$ cat src/rtl/irq_arb_pkg.sv
package irq_arb_pkg;

    // Source selected by the priority logic
    typedef enum logic [1:0] {
        SRC_NONE = 2'd0,
        SRC_FP   = 2'd1,
        SRC_EXT  = 2'd2,
        SRC_DEC  = 2'd3
    } src_e;

    // Scheduling state machine
    typedef enum logic [1:0] {
        ST_IDLE  = 2'd0,
        ST_ISSUE = 2'd1,
        ST_COOL  = 2'd2
    } state_e;

    // Save/restore register 1 bits carried with a request
    localparam int SAVE_W      = 2;
    localparam int SAVE_FPEN   = 1;
    localparam int SAVE_SUBSEQ = 0;

    localparam int NUM_SRC = 3;

endpackage

$ cat src/rtl/irq_pending_track.sv
module irq_pending_track (
    input  logic clk,
    input  logic rst_n,
    input  logic ext_line,
    input  logic dec_event,
    input  logic dec_consume,
    output logic ext_pend,
    output logic dec_pend
);

    // External pending copies the level; decrementer is sticky until consumed.
    always_ff @(posedge clk) begin
        if (!rst_n) begin
            ext_pend <= 1'b0;
            dec_pend <= 1'b0;
        end else begin
            ext_pend <= ext_line;
            if (dec_event)
                dec_pend <= 1'b1;
            else if (dec_consume)
                dec_pend <= 1'b0;
        end
    end

endmodule

$ cat src/rtl/irq_prio_select.sv
module irq_prio_select
    import irq_arb_pkg::*;
#(
    parameter int MODE_W = 2
) (
    input  logic              ext_en,
    input  logic [MODE_W-1:0] fp_mode,
    input  logic              fp_exc_sum,
    input  logic              ext_pend,
    input  logic              dec_pend,
    output src_e              sel,
    output logic [NUM_SRC-1:0] grant
);

    logic fp_hit;
    logic ext_hit;
    logic dec_hit;

    always_comb begin
        fp_hit  = (|fp_mode) && fp_exc_sum;
        ext_hit = ext_en && ext_pend;
        dec_hit = ext_en && dec_pend;
        grant   = '0;
        sel     = SRC_NONE;
        if (fp_hit) begin
            sel      = SRC_FP;
            grant[0] = 1'b1;
        end else if (ext_hit) begin
            sel      = SRC_EXT;
            grant[1] = 1'b1;
        end else if (dec_hit) begin
            sel      = SRC_DEC;
            grant[2] = 1'b1;
        end
    end

endmodule

$ cat src/rtl/irq_arbiter.sv
module irq_arbiter
    import irq_arb_pkg::*;
#(
    parameter int               VEC_W   = 12,
    parameter int               MODE_W  = 2,
    parameter logic [VEC_W-1:0] VEC_FP  = 12'h700,
    parameter logic [VEC_W-1:0] VEC_EXT = 12'h500,
    parameter logic [VEC_W-1:0] VEC_DEC = 12'h900
) (
    input  logic              clk,
    input  logic              rst_n,
    input  logic              ext_line,
    input  logic              dec_event,
    input  logic              ext_en,
    input  logic [MODE_W-1:0] fp_mode,
    input  logic              fp_exc_sum,
    input  logic              ack,
    output logic              req_valid,
    output logic [VEC_W-1:0]  req_vector,
    output logic [SAVE_W-1:0] req_save_bits
);

    state_e             state_q;
    state_e             state_d;
    src_e               sel;
    src_e               cur_src;
    logic [NUM_SRC-1:0] grant;
    logic               ext_pend;
    logic               dec_pend;
    logic               dec_consume;
    logic               issue;

    irq_pending_track u_track (
        .clk         (clk),
        .rst_n       (rst_n),
        .ext_line    (ext_line),
        .dec_event   (dec_event),
        .dec_consume (dec_consume),
        .ext_pend    (ext_pend),
        .dec_pend    (dec_pend)
    );

    irq_prio_select #(.MODE_W(MODE_W)) u_sel (
        .ext_en     (ext_en),
        .fp_mode    (fp_mode),
        .fp_exc_sum (fp_exc_sum),
        .ext_pend   (ext_pend),
        .dec_pend   (dec_pend),
        .sel        (sel),
        .grant      (grant)
    );

    // Next-state logic
    always_comb begin
        state_d = state_q;
        unique case (state_q)
            ST_IDLE:  if (sel != SRC_NONE) state_d = ST_ISSUE;
            ST_ISSUE: if (ack)             state_d = ST_COOL;
            ST_COOL:                       state_d = ST_IDLE;
            default:                       state_d = ST_IDLE;
        endcase
    end

    assign issue       = (state_q == ST_IDLE) && (sel != SRC_NONE);
    assign dec_consume = (state_q == ST_ISSUE) && ack && (cur_src == SRC_DEC);

    // State register
    always_ff @(posedge clk) begin
        if (!rst_n)
            state_q <= ST_IDLE;
        else
            state_q <= state_d;
    end

    // Output register: payload latched at issue and frozen until acknowledge
    always_ff @(posedge clk) begin
        if (!rst_n) begin
            cur_src       <= SRC_NONE;
            req_vector    <= '0;
            req_save_bits <= '0;
        end else if (issue) begin
            cur_src <= sel;
            unique case (sel)
                SRC_FP: begin
                    req_vector                 <= VEC_FP;
                    req_save_bits              <= '0;
                    req_save_bits[SAVE_FPEN]   <= 1'b1;
                    req_save_bits[SAVE_SUBSEQ] <= 1'b1;
                end
                SRC_EXT: begin
                    req_vector    <= VEC_EXT;
                    req_save_bits <= '0;
                end
                SRC_DEC: begin
                    req_vector    <= VEC_DEC;
                    req_save_bits <= '0;
                end
                default: begin
                    req_vector    <= req_vector;
                    req_save_bits <= req_save_bits;
                end
            endcase
        end
    end

    assign req_valid = (state_q == ST_ISSUE);

    // outstanding request frozen until acknowledged
    assert_hold_R7: assert property (@(posedge clk) disable iff (!rst_n)
        (req_valid && !ack) |=> (req_valid && $stable(req_vector) && $stable(req_save_bits)));

    // gap cycle after acknowledge
    assert_gap_R8: assert property (@(posedge clk) disable iff (!rst_n)
        (req_valid && ack) |=> !req_valid);

    // floating-point source wins when it was asserted at issue
    assert_fp_first_R2: assert property (@(posedge clk) disable iff (!rst_n)
        ($rose(req_valid) && $past((|fp_mode) && fp_exc_sum)) |-> (req_vector == VEC_FP));

    // external and decrementer requests need the enable
    assert_gate_R3: assert property (@(posedge clk) disable iff (!rst_n)
        ($rose(req_valid) && req_vector != VEC_FP) |-> $past(ext_en));

    // selector never grants two sources at once
    assert_single_grant_R4: assert property (@(posedge clk) disable iff (!rst_n)
        $onehot0(grant));

    // acknowledged decrementer delivery leaves nothing pending
    assert_dec_clear_R6: assert property (@(posedge clk) disable iff (!rst_n)
        (req_valid && ack && cur_src == SRC_DEC && !dec_event) |=> !dec_pend);

endmodule

$ cat config.mk
export PLATFORM = sky130hd
export DESIGN_NAME = irq_arbiter
export DESIGN_NICKNAME = d
export VERILOG_FILES = /design/src/rtl/irq_arb_pkg.sv /design/src/rtl/irq_pending_track.sv /design/src/rtl/irq_prio_select.sv /design/src/rtl/irq_arbiter.sv
export SDC_FILE = /design/constraint.sdc
export NUM_CORES = 1
export LEC_CHECK = 0
export CORE_MARGIN = 3
export CORE_UTILIZATION = 37
export DETAILED_ROUTE_END_ITERATION = 12
export GPL_TIMING_DRIVEN = 0
export PLACE_DENSITY = 0.77
export SLEW_MARGIN = 20
export SYNTH_ARGS = -nofsm -noshare
export SYNTH_HDL_FRONTEND = slang
export SYNTH_HIERARCHICAL = 1
export SYNTH_SLANG_ARGS = --single-unit
export TNS_END_PERCENT = 20
$ cat constraint.sdc
create_clock -name clk -period 1.5 [get_ports clk]
set_input_delay 0.225 -clock clk [delete_from_list [all_inputs] [get_ports clk]]
set_output_delay 0.225 -clock clk [all_outputs]
set_load 0.01 [all_outputs]
### Word-level counts from Yosys, hierarchy flattened

Cells that the tools add are included.

| storage, ports and cells | value |
|---|---|
| logic and storage cells | 39 |
| input port bits | 9 |
| register bits | 20 |
| bits in writable memories | 0 |
| memory bits (read-only) | 0 |
| bits in latches | 0 |
| memories | 0 |

| operators by class | value |
|---|---|
| multipliers | 0 |
| muxes and demuxes | 10 |
| bitwise logic cells | 0 |
| $lt $le $gt $ge | 0 |
| add/sub/neg operators | 0 |
| divide/modulo/power cells | 0 |
| shift-type cells | 0 |
| eq/ne operators | 7 |
| reductions and logical operators | 16 |

Operator list:

| operator | number |
|---|---|
| 12-bit case mux with 3 select lines | 1 |
| 2-bit two-way mux | 5 |
| 2-bit case mux with 2 select lines | 2 |
| 2-bit == test, second input constant | 3 |
| 1-bit logical AND | 6 |
| 2-bit AND reduction | 3 |
| 2-bit nonzero test | 3 |
| 2-bit by 1-bit == test with 1-bit output, second input constant | 2 |
| 2-bit inequality test, second input constant | 2 |
| 2-bit OR reduction | 2 |
| 3-bit nonzero test | 1 |
| 2-bit zero test | 1 |
| 1-bit two-way mux | 2 |

### Logic depth before layout (Yosys ltp)

Gate-level depths: netlist (run 1).

| logic depth | value |
|---|---|
| depth after elaboration | 8 |
| gate-level depth with buffers | 6 |

### Cells and area by module

Netlist (run 1), hierarchy kept.

By module, submodules not included:

| module | times used | cells each | area an instance (µm²) | seq. area each (µm²) |
|---|---|---|---|---|
| irq_arbiter | 1 | 39 | 371.6 | 160.2 |
| irq_pending_track | 1 | 5 | 67.6 | 40.0 |
| irq_prio_select | 1 | 9 | 50.0 | 0.0 |

### Worst setup path after synthesis (run 1)

OpenSTA, ideal clock, no wires.

| timing | value |
|---|---|
| path type | input to register |
| start | input fp_mode[1] |
| end | register cur_src[0] |
| buffers on the path | 0 |
| stages | 6 |
| data arrival time | 1.185 ns |
| path slack | 0.201 ns |
| library setup time | 0.114 ns |
| cell sequence | o21ai_2 > inv_2 > nor2_1 > or3b_4 > a21oi_1 > nor2_1 |

| between the ends | value |
|---|---|
| longest elaborated chain between the ends | 5 |

RTL lines:

| what | line | source |
|---|---|---|
| from (decl) | irq_arbiter.sv:15 | `input logic [MODE_W-1:0] fp_mode,` |
| 2-bit OR reduction | irq_prio_select.sv:20 | `fp_hit = (\|fp_mode) && fp_exc_sum;` |
| 1-bit logical AND | irq_prio_select.sv:20 |  |
| named net u_sel.fp_hit | irq_prio_select.sv:15 | `logic fp_hit;` |
| 2-bit two-way mux | irq_prio_select.sv:25 | `if (fp_hit) begin` |
| named net sel[1] | irq_arbiter.sv:25 | `src_e sel;` |
| 2-bit nonzero test | irq_arbiter.sv:64 | `assign issue = (state_q == ST_IDLE) && (sel != SRC_NONE);` |
| 1-bit logical AND | irq_arbiter.sv:64 |  |
| to (signal assigned) | irq_arbiter.sv:82 | `cur_src <= sel;` |
| to (decl) | irq_arbiter.sv:26 | `src_e cur_src;` |

The timed path passes the listed nets, and every way through them passes these cells.
A chain may end at the register's enable or synchronous reset.

==> results.json, run 1 <==
{
  "ys_warn_count": 6,
  "ant_nets": 0,
  "crit_type": "flop to output port",
  "wl_per_cell_um": 10.1,
  "pin_count": 24,
  "cp-start-kind": "flop",
  "power.total_w": 0.000652,
  "fillCellCount": 108,
  "status": "finished, final reports clean",
  "worstPathArrival_ps": 1230,
  "port_buffers": 15,
  "crit_buf_inv": 2,
  "hold_buffers": 0,
  "critPathMaxStageDelay_ps": 520,
  "synth_cells": 50,
  "gr-total-overflow": 0,
  "end_kind": "output port",
  "htreeDepth": 1,
  "area_delta_synth_final_pct": 49.1,
  "cellPowerDensity_nw_per_um2": 927,
  "path_clk_slew_ps": 60,
  "die_w_um": 41.7,
  "core_area_um2": 1160,
  "dr.pass1.iters": 4,
  "setup_viol": 0,
  "hold_path_class": "flop to flop",
  "fin_crit_ps": 1450,
  "pre_cts_ws_ps": -304,
  "path_delay_family": "buffers and inverters",
  "fin_skew_ps": 2.99,
  "grt_pass1_wl_um": 1610,
  "numClockSinks": 10,
  "vias": 411,
  "cp_slowest_cell": "clkdlybuf4s50_1",
  "finalCritPeriodShare": 0.968,
  "slew_violations": 0,
  "seqCellArea_um2": 203,
  "drv_cap": 0,
  "layout.nets": 86,
  "grtUsageTotal": 0.129,
  "cts_buffers": 3,
  "synth.cell_area_um2": 472,
  "report.final.hold_viol_count": 0,
  "vias_per_cell": 4.62,
  "clk_latency_ps": 260,
  "dp_hpwl_um": 684,
  "multi_input_area_um2": 229,
  "leakage_nw": 0.331,
  "start_util": 0.408,
  "crit_fanout": 4,
  "route.detailed.drc": 0,
  "gp_congestion": 0.731,
  "clock_path_buffers": 2,
  "synth.avg_cell_area_um2": 9.43,
  "totalWireLength_um": 903,
  "cts_tree": "built",
  "setup_slack_ps": 48.7,
  "drt_iter0_markers": 2,
  "antenna_found_initial": 0,
  "grt_start_max_net_pins": 10,
  "die_area_um2": 1740,
  "worstPathCellList": "buf_4, clkdlybuf4s50_1",
  "layout-drive-gt1-share": 0.320,
  "cp.required_ps": 1270,
  "cts_root_buf": "clkbuf_4",
  "die_y_um": 41.7,
  "insertedDiodeCount": 0,
  "grt_pass1_vias": 380,
  "rows": 12,
  "max_freq_ghz": 0.689,
  "irDropWorstVdd_mv": 0.765
}
[worst reg2reg max path: stages, from the launching register on]
cell	delay [ps]
dfxtp_1	360
o21ai_1	110
nor2_4	150
or3b_4	410
a21oi_2	140
nor2_1	40
[power breakdown]
group | switching (W) | internal [W]
combinational | 0.0000657 | 0.000101
clock | 0.0000849 | 0.0000924
sequential | 0.0000176 | 0.000291
[state kept, by name (all words and copies together) (netlist names)]
register	flops
req_vector	3
cur_src	2
state_q	2
req_save_bits	1
u_track/dec_pend	1
u_track/ext_pend	1
[cell usage in the layout (no fill, tap or decap), drive strengths merged]
cell type / n
and4: 1
a2111oi: 1
and3: 1
nand3b: 1
conb: 8
inv: 2
o21a: 2
o21ai: 2
clkdlybuf4s50: 14
nand2: 4
nor3b: 1
clkbuf: 3
o211a: 2
nor3: 2
dlygate4sd2: 1
a21oi: 1
and2: 1
nor2: 3
o22ai: 2
nor2b: 2
or3b: 1
dfxtp: 10
buf: 10
[worst paths after layout]
path / depth (start not counted) / start / endpoint / slack [ps]
worst min-delay path: 1 / req_vector[8] / req_vector[8] / 470
worst max-delay path: 2 / req_save_bits[0] / req_save_bits[1] / 50
worst min register to register: 1 / req_vector[8] / req_vector[8] / 470
worst max register to register: 5 / u_track/dec_pend / cur_src[0] / 190
[through the flow]
step	utilization	instances	TNS, ps	cell area [um2]	hold WS (ps)
6_report	0.608	89	0	703	472
5_1_grt	0.608	89	-2.82	703	493
4_1_cts	0.601	89	0	694	476
3_5_place_dp	0.576	86	-1440	666	454
3_3_place_gp	0.576	86	-1270	666	453
2_1_floorplan	-	57	0	498	330
[area by class of cell]
class                      count  share of cell area
clock buffer                   3              0.0320
multi-input combinational     35               0.326
inverter                       2              0.0107
timing repair buffer          15               0.212
sequential                    10               0.288
buffer                        10               0.107
tap                           14              0.0249
[per-layer routing]
metal	GRT usage	wire, um	share of wire	vias up
met5	0	0	0	-
met4	0.135	42	0.047	0
met3	0.0433	70	0.078	4
met2	0.176	423	0.47	19
met1	0.149	366	0.41	183
li1	-	-	-	205
[timing repair]
action / in CTS / in global routing
pin swaps: 0 / 2
resized for setup: 5 / 3
buffers inserted: 0 / 0
endpoints found under the setup margin: 3 / 4
Note: power is estimated with default switching activity, not from simulation.
==> inputs of run 2 (changes only) <==
Settings changed: CORE_MARGIN 3 to 2.
==> run 2 against run 1 <==
Against the previous run: routed wire length shrank 5.6%; sequential share of layout area unchanged; highest routed layer is now met3; clock skew fell by 0.90 ps; die area decreased by 9.4%.
==> results.json, run 2 (same netlist as run 1, synthesis figures left out) <==
{
  "status": "finished, final reports clean",
  "postCtsSetupBuffers": 0,
  "grt_pass1_vias": 341,
  "stdcell_count": 89,
  "vias_per_cell": 4.40,
  "holdPathStages": 1,
  "route.detailed.drc": 0,
  "dr.pass1.iters": 2,
  "crit_buf_inv": 2,
  "irDropWorstVdd_mv": 0.483,
  "core_area_um2": 1140,
  "grtUsageTotal": 0.132,
  "htreeDepth": 1,
  "hold_path_class": "flop to flop",
  "holdCritStartpoint": "req_vector[8]",
  "rr_endpoint": "cur_src[0]",
  "reg2reg_from": "u_track/dec_pend",
  "totalWireLength_um": 852,
  "critPathMaxStageDelay_ps": 530,
  "cp-start-kind": "flop",
  "insertedDiodeCount": 0,
  "area_delta_synth_final_pct": 49.1,
  "layout.nets": 86,
  "leakage_nw": 0.332,
  "cp.required_ps": 1270,
  "max_freq_ghz": 0.689,
  "drv_cap": 0,
  "numClockSinks": 10,
  "grt_pass1_wl_um": 1320,
  "ant_nets": 0,
  "fin_crit_ps": 1450,
  "fin_skew_ps": 2.10,
  "most-common-layout-cells": "clkdlybuf4s50_1 (14), buf_4 (10), conb_1 (8), dfxtp_1 (8), nand2_1 (4)",
  "vias": 392,
  "gp_congestion": 0.770,
  "gr-total-overflow": 0,
  "crit_fanout": 4,
  "setup_viol": 0,
  "path_clk_slew_ps": 60,
  "crit_type": "flop to output port",
  "rrSetupSlack_ps": 240,
  "port_buffers": 15,
  "cellPowerDensity_nw_per_um2": 916,
  "whs_endpoint": "req_vector[8]",
  "end_kind": "output port",
  "grt_start_max_net_pins": 10,
  "rows": 12,
  "layout-drive-gt1-share": 0.320,
  "die_area_um2": 1580,
  "path_delay_family": "buffers and inverters",
  "dp_hpwl_um": 685,
  "power.total_w": 0.000644,
  "die_w_um": 39.7,
  "worstPathCellList": "buf_4, clkdlybuf4s50_1",
  "max_flop_register": "req_vector",
  "cts_resized": 4,
  "antenna_found_initial": 0,
  "report.final.hold_viol_count": 0,
  "die_y_um": 39.7,
  "largest_register_ffs": 3,
  "clk_latency_ps": 250,
  "design_area_um2": 703,
  "wl_per_cell_um": 9.57,
  "cts_tree": "built",
  "cp_slowest_cell": "clkdlybuf4s50_1",
  "clock_path_buffers": 2,
  "final_util": 0.616,
  "ff2ff_path_depth": 5,
  "fin_tns_setup_ps": 0,
  "slew_violations": 0,
  "hold_buffers": 0,
  "start_util": 0.413,
  "finalCritPeriodShare": 0.967,
  "drt_iter0_markers": 1,
  "pin_count": 24,
  "cts_root_buf": "clkbuf_4",
  "dp.cells": 86,
  "largest_registers": "req_vector x3, cur_src x2, state_q x2",
  "final_common_cell": "clkdlybuf4s50_1",
  "post_dp_cell_area_um2": 666,
  "cts_buffers": 3,
  "worstPathArrival_ps": 1230
}
## run 2: cell counts in the layout (fill, tap and decap cells not counted)
No cell type changed its count.
## run 2: power breakdown
part | leakage [nW] | internal (W) | switching, W
Sequential | 0.0833 | 0.000291 | 0.0000176
Combinational | 0.235 | 0.000100 | 0.0000652
Clock | 0.0138 | 0.0000920 | 0.0000784
Total | 0.332 | 0.000483 | 0.000161
## run 2: layout make-up
type                       instances  area [um2]
tap                               14        17.5
sequential                        10         203
fill                             116         438
inverter                           2        7.51
buffer                            10        75.1
timing repair buffer              15         149
multi-input combinational         35         229
clock buffer                       3        22.5
## run 2: per-stage QoR
stage	worst slack, ps	hold WS (ps)
2_1_floorplan	238	330
3_3_place_gp	-280	453
3_5_place_dp	-290	452
4_1_cts	0.341	473
5_1_grt	-0.727	491
6_report	49.4	470
## run 2: metal layers
| metal | global-route usage | up-vias | share of wire |
|---|---|---|---|
| li1 | - | 207 | - |
| met1 | 0.138 | 170 | 0.42 |
| met2 | 0.221 | 15 | 0.49 |
| met3 | 0.0341 | 0 | 0.095 |
| met4 | 0.103 | 0 | 0 |
| met5 | 0 | - | 0 |
## run 2: how the worst max path moves through the flow
| stage | from | endpoint | depth (start not counted) |
|---|---|---|---|
| after floorplan | fp_mode[1] | cur_src[0] | 6 |
| after global placement | fp_mode[1] | cur_src[0] | 7 |
| after detailed placement | fp_mode[1] | cur_src[0] | 7 |
| after CTS | req_save_bits[0] | req_vector[9] | 2 |
| after global routing | fp_mode[1] | cur_src[0] | 7 |
| final | req_save_bits[0] | req_vector[9] | 2 |
## run 2: worst reg2reg max path, delay by kind of cell (launching register included)
family           cells  cell delay (ps)
AND/OR/NAND/NOR      3              580
AO/OA/AOI/OAI        2              240
flip-flops           1              340
==> inputs of run 3 (changes only) <==
==> constraint.sdc (replaced) <==
create_clock -name clk -period 1.5 [get_ports clk]
set_input_delay 0.225 -clock clk [delete_from_list [all_inputs] [get_ports clk]]
set_output_delay 0.225 -clock clk [all_outputs]
set_load 0.005 [all_outputs]
==> run 3 against run 2 <==
Against the previous run: final area rose by 0.89%; total power shrank 1.5%; combinational power shrank 6%; critical endpoint unchanged; clock skew is essentially flat; count of clock-buffer cells in the layout did not move.
==> results.json, run 3 (same netlist as run 1, synthesis figures left out) <==
{
  "status": "finished, final reports clean",
  "reg2reg_from": "u_track/dec_pend",
  "vias": 404,
  "drv_cap": 0,
  "ant_nets": 0,
  "cp-start-kind": "flop",
  "layout.nets": 86,
  "setup_slack_ps": 40.2,
  "pre_cts_ws_ps": -290,
  "crit_fanout": 4,
  "cts_buffers": 3,
  "grt_pass1_vias": 352,
  "rows": 12,
  "gp_congestion": 0.770,
  "slew_violations": 0,
  "hold_path_class": "flop to flop",
  "die_y_um": 39.7,
  "clock_path_buffers": 2,
  "max_flop_register": "req_vector",
  "fin_crit_ps": 1460,
  "largest_registers": "req_vector x3, cur_src x2, state_q x2",
  "antenna_found_initial": 0,
  "gr-total-overflow": 0,
  "die_area_um2": 1580,
  "leakage_nw": 0.334,
  "cellPowerDensity_nw_per_um2": 895,
  "wl_per_cell_um": 9.89,
  "core_area_um2": 1140,
  "grt_pass1_wl_um": 1350,
  "totalWireLength_um": 880,
  "whs_endpoint": "req_vector[8]",
  "max_freq_ghz": 0.685,
  "rrSetupSlack_ps": 240,
  "ff2ff_path_depth": 5,
  "die_w_um": 39.7,
  "largest_register_ffs": 3,
  "start_util": 0.413,
  "cts_tree": "built",
  "grtUsageTotal": 0.136,
  "path_clk_slew_ps": 60,
  "clk_latency_ps": 250,
  "htreeDepth": 1,
  "route.detailed.drc": 0,
  "cp.required_ps": 1270,
  "fillCellCount": 117,
  "holdCritStartpoint": "req_vector[8]",
  "final_common_cell": "clkdlybuf4s50_1",
  "numClockSinks": 10,
  "fin_skew_ps": 1.74,
  "end_kind": "output port",
  "vias_per_cell": 4.54,
  "crit_type": "flop to output port",
  "pin_count": 24,
  "most-common-layout-cells": "clkdlybuf4s50_1 (14), buf_4 (10), dfxtp_1 (9), conb_1 (8), nand2_1 (4)",
  "setup_viol": 0,
  "grt_start_max_net_pins": 10,
  "holdPathStages": 1,
  "final_util": 0.622,
  "dr.pass1.iters": 4,
  "postCtsSetupBuffers": 0,
  "area_delta_synth_final_pct": 50.4,
  "drt_iter0_markers": 1,
  "layout-drive-gt1-share": 0.307,
  "report.final.hold_viol_count": 0,
  "insertedDiodeCount": 0,
  "irDropWorstVdd_mv": 0.474,
  "rr_endpoint": "cur_src[0]",
  "finalCritPeriodShare": 0.973,
  "hold_buffers": 0,
  "port_buffers": 15,
  "dp_hpwl_um": 685,
  "cts_root_buf": "clkbuf_4",
  "worstPathArrival_ps": 1230
}
==> run 3: metal layers <==
layer	up-vias	part of all wire	GRT usage
met1	176	0.39	0.134
li1	208	-	-
met4	0	0	0.103
met2	20	0.50	0.238
met3	0	0.11	0.0341
met5	-	0	0
==> run 3: final cells by class <==
type | count | area (um2) | area share
buffer | 10 | 75.1 | 0.106
clock buffer | 3 | 22.5 | 0.0317
inverter | 2 | 7.51 | 0.0106
multi-input combinational | 35 | 234 | 0.330
sequential | 10 | 204 | 0.287
tap | 14 | 17.5 | 0.0247
timing repair buffer | 15 | 149 | 0.210
==> run 3: through the flow <==
stage,instance area (um2),hold WS [ps],TNS (ps),power (W),instances
2_1_floorplan,498,330,0,0.000388,57
3_3_place_gp,666,453,-1250,0.000459,86
3_5_place_dp,666,452,-1270,0.000461,86
4_1_cts,701,473,0,0.000639,89
5_1_grt,709,491,-0.821,0.000685,89
6_report,709,470,0,0.000635,89
==> run 3: timing repair <==
item | CTS | global route
hold endpoints to repair | 0 | 0
resized for setup | 6 | 3
setup endpoints to repair | 2 | 1
==> run 3: report_power, final <==
group | switching (W) | leakage, nW | total (W) | internal, W
clock network | 0.0000783 | 0.0138 | 0.000170 | 0.0000919
logic | 0.0000546 | 0.237 | 0.000156 | 0.000102
registers | 0.0000183 | 0.0833 | 0.000308 | 0.000290
total | 0.000151 | 0.334 | 0.000635 | 0.000484
==> run 3: critical path, stage by stage, from the launching register on <==
cell	delay, ps
dfxtp_1	370
buf_4	120
clkdlybuf4s50_1	500
==> run 3: how the worst max path moves through the flow <==
| stage | slack (ps) | cells past startpoint | from | end |
|---|---|---|---|---|
| 4_1_cts | 30 | 7 | fp_mode[1] | cur_src[0] |
| 3_3_place_gp | -280 | 7 | fp_mode[1] | cur_src[0] |
| 5_1_grt | -0.8 | 7 | fp_mode[1] | cur_src[0] |
| 3_5_place_dp | -290 | 7 | fp_mode[1] | cur_src[0] |
| 6_report | 40 | 2 | req_save_bits[0] | req_vector[9] |
| 2_1_floorplan | 240 | 6 | fp_mode[1] | cur_src[0] |
